--- src/rtl/uart_autoflow_pkg.sv ---
package uart_autoflow_pkg;
  localparam int AF_FIELD_W   = 4;
  localparam int AF_THR_W     = 2 * AF_FIELD_W;
  localparam int AF_UNIT_SHIFT = 2;

  typedef enum logic [1:0] {
    RTS_CMD_HOLD   = 2'd0,
    RTS_CMD_HALT   = 2'd1,
    RTS_CMD_RESUME = 2'd2
  } rts_cmd_e;
endpackage

--- src/rtl/uart_autoflow_thr.sv ---
module uart_autoflow_thr
  import uart_autoflow_pkg::*;
#(
  parameter int LVL_W = 7
) (
  input  logic [AF_THR_W-1:0] thr_reg,
  input  logic [LVL_W-1:0]    fb_halt_lvl,
  input  logic [LVL_W-1:0]    fb_resume_lvl,
  output logic [LVL_W-1:0]    halt_lvl,
  output logic [LVL_W-1:0]    resume_lvl,
  output logic                hyst_ok
);
  logic [LVL_W-1:0] halt_raw;
  logic [LVL_W-1:0] resume_raw;
  logic             use_fb;

  // Field value scaled to characters (units of four).
  assign halt_raw   = LVL_W'(thr_reg[AF_FIELD_W-1:0]) << AF_UNIT_SHIFT;
  assign resume_raw = LVL_W'(thr_reg[AF_THR_W-1:AF_FIELD_W]) << AF_UNIT_SHIFT;
  assign use_fb     = (thr_reg == '0);

  always_comb begin
    if (use_fb) begin
      halt_lvl   = fb_halt_lvl;
      resume_lvl = fb_resume_lvl;
    end else begin
      halt_lvl   = halt_raw;
      resume_lvl = resume_raw;
    end
    hyst_ok = (halt_lvl > resume_lvl);
  end
endmodule

--- src/rtl/uart_autoflow_rts.sv ---
module uart_autoflow_rts
  import uart_autoflow_pkg::*;
#(
  parameter int LVL_W = 7
) (
  input  logic             clk,
  input  logic             rst,
  input  logic             enable,
  input  logic [LVL_W-1:0] level,
  input  logic [LVL_W-1:0] halt_lvl,
  input  logic [LVL_W-1:0] resume_lvl,
  input  logic             hyst_ok,
  output logic             rts_n
);
  rts_cmd_e cmd;
  logic     rts_n_q;

  always_comb begin
    if (level >= halt_lvl)
      cmd = RTS_CMD_HALT;
    else if (!hyst_ok)
      cmd = RTS_CMD_RESUME;          // no band: below halt means resume
    else if (level <= resume_lvl)
      cmd = RTS_CMD_RESUME;
    else
      cmd = RTS_CMD_HOLD;
  end

  always_ff @(posedge clk) begin
    if (rst) begin
      rts_n_q <= 1'b0;
    end else if (!enable) begin
      rts_n_q <= 1'b0;
    end else begin
      case (cmd)
        RTS_CMD_HALT:   rts_n_q <= 1'b1;
        RTS_CMD_RESUME: rts_n_q <= 1'b0;
        default:        rts_n_q <= rts_n_q;
      endcase
    end
  end

  assign rts_n = rts_n_q;
endmodule

--- src/rtl/uart_autoflow_sync.sv ---
module uart_autoflow_sync #(
  parameter int   STAGES  = 2,
  parameter logic RST_VAL = 1'b1
) (
  input  logic clk,
  input  logic rst,
  input  logic d,
  output logic q
);
  logic [STAGES-1:0] pipe;

  for (genvar i = 0; i < STAGES; i++) begin : g_stage
    if (i == 0) begin : g_first
      always_ff @(posedge clk) begin
        if (rst) pipe[i] <= RST_VAL;
        else     pipe[i] <= d;
      end
    end else begin : g_next
      always_ff @(posedge clk) begin
        if (rst) pipe[i] <= RST_VAL;
        else     pipe[i] <= pipe[i-1];
      end
    end
  end

  assign q = pipe[STAGES-1];
endmodule

--- src/rtl/uart_autoflow_cts.sv ---
module uart_autoflow_cts #(
  parameter int SYNC_STAGES = 2
) (
  input  logic clk,
  input  logic rst,
  input  logic enable,
  input  logic cts_n,
  input  logic tx_busy,
  input  logic tx_stop_mid,
  input  logic status_rd,
  output logic tx_permit,
  output logic cts_chg_flag
);
  logic cts_sync_n;
  logic cts_prev_n;
  logic cts_change;
  logic permit_q;
  logic flag_q;

  uart_autoflow_sync #(
    .STAGES (SYNC_STAGES),
    .RST_VAL(1'b1)
  ) u_sync (
    .clk(clk),
    .rst(rst),
    .d  (cts_n),
    .q  (cts_sync_n)
  );

  assign cts_change = (cts_sync_n != cts_prev_n);

  always_ff @(posedge clk) begin
    if (rst) begin
      cts_prev_n <= 1'b1;
      flag_q     <= 1'b0;
      permit_q   <= 1'b0;
    end else begin
      cts_prev_n <= cts_sync_n;
      if (cts_change)     flag_q <= 1'b1;
      else if (status_rd) flag_q <= 1'b0;
      if (!enable)                    permit_q <= 1'b1;
      else if (!tx_busy || tx_stop_mid) permit_q <= ~cts_sync_n;
    end
  end

  assign tx_permit    = permit_q;
  assign cts_chg_flag = flag_q;
endmodule

--- src/rtl/uart_autoflow.sv ---
module uart_autoflow
  import uart_autoflow_pkg::*;
#(
  parameter  int FIFO_DEPTH  = 64,
  parameter  int SYNC_STAGES = 2,
  localparam int LVL_W       = $clog2(FIFO_DEPTH + 1)
) (
  input  logic                clk,
  input  logic                rst,
  input  logic                rts_auto_en,
  input  logic                cts_auto_en,
  input  logic [LVL_W-1:0]    rx_level,
  input  logic [AF_THR_W-1:0] thr_reg,
  input  logic [LVL_W-1:0]    fb_halt_lvl,
  input  logic [LVL_W-1:0]    fb_resume_lvl,
  input  logic                cts_n,
  input  logic                tx_busy,
  input  logic                tx_stop_mid,
  input  logic                status_rd,
  output logic                rts_n,
  output logic                tx_permit,
  output logic                cts_chg_flag
);
  logic [LVL_W-1:0] halt_lvl;
  logic [LVL_W-1:0] resume_lvl;
  logic             hyst_ok;

  uart_autoflow_thr #(.LVL_W(LVL_W)) u_thr (
    .thr_reg      (thr_reg),
    .fb_halt_lvl  (fb_halt_lvl),
    .fb_resume_lvl(fb_resume_lvl),
    .halt_lvl     (halt_lvl),
    .resume_lvl   (resume_lvl),
    .hyst_ok      (hyst_ok)
  );

  uart_autoflow_rts #(.LVL_W(LVL_W)) u_rts (
    .clk       (clk),
    .rst       (rst),
    .enable    (rts_auto_en),
    .level     (rx_level),
    .halt_lvl  (halt_lvl),
    .resume_lvl(resume_lvl),
    .hyst_ok   (hyst_ok),
    .rts_n     (rts_n)
  );

  uart_autoflow_cts #(.SYNC_STAGES(SYNC_STAGES)) u_cts (
    .clk         (clk),
    .rst         (rst),
    .enable      (cts_auto_en),
    .cts_n       (cts_n),
    .tx_busy     (tx_busy),
    .tx_stop_mid (tx_stop_mid),
    .status_rd   (status_rd),
    .tx_permit   (tx_permit),
    .cts_chg_flag(cts_chg_flag)
  );
endmodule

--- config.mk ---
export PLATFORM = sky130hd
export DESIGN_NAME = uart_autoflow
export DESIGN_NICKNAME = d
export VERILOG_FILES = /design/src/rtl/uart_autoflow_pkg.sv /design/src/rtl/uart_autoflow_thr.sv /design/src/rtl/uart_autoflow_rts.sv /design/src/rtl/uart_autoflow_sync.sv /design/src/rtl/uart_autoflow_cts.sv /design/src/rtl/uart_autoflow.sv
export SDC_FILE = /design/constraint.sdc
export NUM_CORES = 1
export LEC_CHECK = 0
export CAP_MARGIN = 20
export CORE_AREA = 10 10 63 65
export CTS_BUF_LIST = sky130_fd_sc_hd__clkbuf_2 sky130_fd_sc_hd__clkbuf_4 sky130_fd_sc_hd__clkbuf_8
export DETAILED_ROUTE_END_ITERATION = 10
export DIE_AREA = 0 0 73 75
export GPL_ROUTABILITY_DRIVEN = 0
export PLACE_DENSITY = 0.69
export REMOVE_ABC_BUFFERS = 1
export SLEW_MARGIN = 10
export SYNTH_ARGS = -nofsm -noshare
export SYNTH_HDL_FRONTEND = slang
export SYNTH_SLANG_ARGS = --single-unit
--- constraint.sdc ---
create_clock -name clk -period 8.4 [get_ports clk]
set_input_delay 1.68 -clock clk [delete_from_list [all_inputs] [get_ports clk]]
set_output_delay 1.68 -clock clk [all_outputs]
set_load 0.05 [all_outputs]
# After elaboration in Yosys (flattened, before gate mapping)
# Cells that the tools add are included.
[totals]
input_bits = 37
n_memories = 0
latch_bits = 0
ff_bits = 6
output_inout_bits = 3
rom_bits = 0
ramBits = 0
elab_cells = 31
[classes]
multipliers = 0
n_shift = 0
n_mux = 10
reduce_logical = 6
bitwise = 2
n_lt_le_gt_ge = 3
eq_ne = 4
n_div = 0
addsub = 0
[op_table]
columns = ["cell", "n"]
rows = [
  ["$mux 7", 2],
  ["$logic_not 8->1", 1],
  ["$ge 7x7->1", 1],
  ["$gt 7x7->1", 1],
  ["$le 7x7->1", 1],
  ["$mux 2", 3],
  ["$mux 1", 4],
  ["$reduce_bool 2->1", 2],
  ["$eq 2x1->1 const B", 1],
  ["$eq 2x2->1 const B", 1],
  ["$ne 2x1->1 const B", 1],
  ["$not 1->1", 2],
  ["$pmux 1 s2", 1],
  ["$reduce_or 2->1", 1],
  ["$logic_not 1->1", 1],
  ["$logic_or 1x1->1", 1],
  ["$ne 1x1->1", 1],
]

# Depth between registers and ports, before layout
[depth]
ltp_word = 8
mapped_depth = 12
mapped_depth_nobuf = 12

# Modules after synthesis
# From an unflattened synthesis, not the netlist that was laid out.
[unflattened]
cells_unflattened = 110
hier_area_um2 = 930.9
[modules_own_cells]
columns = ["mod", "cells_each", "area_per_inst_um2", "n_inst", "seq_area_each_um2"]
rows = [
  ["uart_autoflow_rts", 49, 400.4, 1, 20.0],
  ["uart_autoflow_thr", 47, 357.8, 1, 0.0],
  ["uart_autoflow_cts", 10, 120.1, 1, 60.1],
  ["uart_autoflow_sync", 4, 52.6, 1, 40.0],
]

# Worst setup path after synthesis
# No wires, ideal clock.
[synth_path]
kind = "input port to flip-flop"
from = "input port thr_reg[6]"
to = "register u_rts.rts_n_q (netlist: u_rts.rts_n)"
t_required_ns = 8.276
n_path_buf = 0
setup_ns = 0.124
stages = 11
arrival_time_ns = 3.788
path_slack_ns = 4.488
cell_sequence = "nor4_4 nand2_1 nor4_4 a21oi_1 ha_1 a21oi_1 a21oi_1 o21ai_0 o211ai_1 a221oi_1 o31ai_1"
[synth_via]
elab_chain_len = 8
elab_cells_between_ends = 13
classes_between = "3 x order compare; 2 x eq/ne; 6 x mux; 2 x reduce/logical"
[synth_lines]
columns = ["item", "line_no", "rtl"]
rows = [
  ["from (decl)", "uart_autoflow.sv:13", "input logic [AF_THR_W-1:0] thr_reg,"],
  ["$logic_not 8->1", "uart_autoflow_thr.sv:20", "assign use_fb = (thr_reg == '0);"],
  ["$mux 7", "uart_autoflow_thr.sv:23", "if (use_fb) begin"],
  ["$le 7x7->1", "uart_autoflow_rts.sv:23", "else if (level <= resume_lvl)"],
  ["$mux 2", "uart_autoflow_rts.sv:23", ""],
  ["$mux 2", "uart_autoflow_rts.sv:21", "else if (!hyst_ok)"],
  ["$mux 2 *", "uart_autoflow_rts.sv:19", "if (level >= halt_lvl)"],
  ["$eq 2x2->1 / $eq 2x1->1 (equally long branches)", "uart_autoflow_rts.sv:35", "case (cmd)"],
  ["$pmux 1 s2 / $reduce_bool 2->1 (equally long branches)", "-", ""],
  ["to (signal assigned)", "uart_autoflow_rts.sv:38", "default: rts_n_q <= rts_n_q;"],
  ["to (decl)", "uart_autoflow_rts.sv:16", "logic rts_n_q;"],
]
# Every way passes the cells marked *; elsewhere a longest branch is shown, timed or not.
# A chain may end at the register's enable or synchronous reset.

# Worst setup path in the final report
# Same ends and word-level chain as after synthesis.

==> reports/qor.yml <==
worst_setup_path:
  path_cells: "clkdlybuf4s50_1 -> nor4_4 -> nand2_1 -> nor4_4 -> a21oi_1 -> ha_1 -> a21oi_1 -> o21ai_0 -> nand3_1 -> o211ai_1 -> a221oi_1 -> o31ai_1"
  r2r_start: "u_rts.rts_n"
  max_stage_delay_ps: 480
  critPathSlowestCell: "clkdlybuf4s50_1"
  rr_endpoint: "u_rts.rts_n"
  worst-r2r-setup-slack_ps: 7470
  crit_path_max_fanout: 10
  worstSetupPathType: "input port to flop"
  arrival_ps: 4690
  endpoint_kind: "flop"
  start_kind: "input port"
  critical_path_required_ps: 8530
  r2r_cells: 4
logic_synthesis:
  synth_fa_ha_area_share_pct: 24.7
  synth_top_area_share_pct: 21.3
  synth_compound_area_share_pct: 22.9
  ys_warn_count: 0
  synth_top_family_by_area: "simple AND/OR/NAND/NOR gates"
  synth_xor_area_share_pct: 5.59
  synth_seq_cells: 6
  syn_area_per_cell_um2: 8.33
  synth.yosys.seq_area_share_pct: 12.8
  syn_area_um2: 941
  synthCells: 113
  ys_types: 41
  synth_ff_type: "dfxtp_1"
  synthTopCellsByArea: "ha_1, dfxtp_1, a21oi_1"
  yosys.cell_count.top_type: "ha_1"
  synthSimpleGateAreaFrac_pct: 25.7
  synth_edf_count: 0
  synthMuxAreaShare_pct: 1.06
  ys_top_cells_by_count: "ha_1, inv_1, a21oi_1, dfxtp_1, nand2_1"
  synthArstFlopShare_pct: 0
  yosys.area.top_type: "ha_1"
finish:
  final_util_pct: 50.6
  nFillCells: 266
  fin_nets: 207
  drive_above_1_share_pct: 9.21
  syn_to_final_growth_pct: 45.9
  antenna_cells: 0
floorplanning:
  die_x_um: 73
  die-area_um2: 5480
  start_util_pct: 34.7
  placeableCoreArea_um2: 2710
  rows: 19
  die_y_um: 75
  ioPinCount: 40
worst_hold_path:
  hold_end: "u_cts.u_sync.q"
  hp-start: "u_cts.u_sync.pipe[0]"
  min_path_type: "flop to flop"
  min_path_cells: 1
clocking:
  cts.sinks: 6
  cts_root_buf: "clkbuf_4"
  cts_tree: "done"
  htree_levels: 1
  cts_hold_buf: 0
  insertion_delay_ps: 240
  cts_buffers: 3
  post-cts-setup-buffers: 0
  cts-resized-gates: 0
  clk_pin_slew_ps: 50
  clock_path_buffers: 2
global_routing:
  overflow: 0
  grtUsageTotal_pct: 9.64
  grt_pass1_vias: 1021
  grt_pass1_wl_um: 4410
  antenna_found_initial: 0
  grt_max_degree: 11
drt:
  first_pass_iters: 3
  num_vias: 944
  postRouteAntennaNets: 0
  drc: 0
  vias_per_cell: 5.16
  drt_iter0_markers: 13
  routedWlPerCell_um: 14.1
  wirelength_um: 2570
placed_design:
  dp_hpwl_um: 2310
  port_buffers: 39
power:
  peakVddDrop_uv: 58.5
  p_total_w: 0.000108
  powerDensity_nw_per_um2: 78.6
  p_leak_nw: 0.572
sta:
  min_period_over_period_pct: 54.3
  worstMarginPinSlew_ps: 506
  rsz0062_at_grt: "no"
  finalMaxSlewViolations: 0
  fin_skew_ps: 6.13
  max_clock_freq_mhz: 219
  relSlewSlack_pct: 66.2
  fin_setup_tns_ps: 0
  hold_viol: 0
  finalWorstPathRequiredPeriod_ps: 4560
  setup_viol: 0
job:
  drv_cap: 0
outcome:
  outcome: "finished clean"
-- through the flow --
| step | cell area [um^2] | std cells | hold slack, ps | setup WS, ps |
|---|---|---|---|---|
| after global placement | 1350 | 180 | 395 | 3750 |
| after CTS | 1370 | 183 | 416 | 3840 |
| after floorplan | 921 | 110 | 389 | 4490 |
| after global routing | 1370 | 183 | 436 | 3570 |
| after detailed placement | 1350 | 180 | 404 | 3580 |
| final | 1370 | 183 | 413 | 3840 |
-- cell usage in the layout, fill, tap and decap left out, types with 2 or more instances in the layout --
cell type and instances:
dfxtp_1 6, nand3_1 2, xnor2_1 4, nand3b_1 3
clkbuf_4 3, maj3_2 2, a21oi_1 11, nand2b_1 3
nor4_4 2, inv_1 13, nand2_1 5, or2_2 3
nand4_1 2, clkdlybuf4s50_1 39, o31ai_1 2, o21ai_0 4
a21o_1 4, xor2_1 2, a31oi_1 3, ha_1 16
and2_1 3
-- worst max-delay path by stage --
| stage | to | cells past startpoint | startpoint | slack (ps) |
|---|---|---|---|---|
| 2_1_floorplan | u_rts.rts_n | 11 | thr_reg[6] | 4490 |
| 3_3_place_gp | u_rts.rts_n | 12 | thr_reg[6] | 3750 |
| 3_5_place_dp | u_rts.rts_n | 12 | thr_reg[6] | 3580 |
| 4_1_cts | u_rts.rts_n | 12 | thr_reg[6] | 3840 |
| 5_1_grt | u_rts.rts_n | 12 | thr_reg[6] | 3570 |
| 6_report | u_rts.rts_n | 12 | thr_reg[6] | 3840 |
-- where the power goes --
part	internal (W)	switching, W	total [W]	leakage [nW]
registers	0.0000301	0.000000720	0.0000308	0.0496
clock network	0.0000161	0.00000993	0.0000261	0.0138
logic	0.0000285	0.0000224	0.0000509	0.509
total	0.0000748	0.0000330	0.000108	0.572
-- routing by layer --
metal | track usage, % | wire length [um]
met1 | 10.5 | 1090
met2 | 16.6 | 1230
met3 | 4.34 | 247
met4 | 2.53 | 0
met5 | 0 | 0
-- critical path, delay by kind of cell --
family	cells	cell delay, ps
and+or+nand+nor	4	1140
AOI/OAI and AO/OA	6	1060
buffers and inverters	1	480
adders and majority gates	1	330
-- area by class of cell --
type | count | area [um^2] | share of cell area (%)
Timing Repair Buffer | 39 | 390 | 28.4
Multi-Input combinational cell | 91 | 752 | 54.8
Tap cell | 31 | 38.8 | 2.83
Inverter | 13 | 48.8 | 3.56
Clock buffer | 3 | 22.5 | 1.64
Sequential cell | 6 | 120 | 8.75
-- registers in the layout, indices dropped and copies added (netlist names) --
signal	cells
u_cts.tx_permit	1
u_cts.u_sync.q	1
u_cts.cts_prev_n	1
u_cts.u_sync.pipe	1
u_cts.cts_chg_flag	1
u_rts.rts_n	1
-- cells by family (layout without fill, tap and decap cells) --
kind of cell,count (synthesis),count (layout)
AOI/OAI and AO/OA,33,33
xor gates and xnor gates,6,6
adders and majority gates,19,19
buffers and inverters,16,55
DFF,6,6
muxes,1,1
and+or+nand+nor,32,32
(Power assumes the default switching activity.)
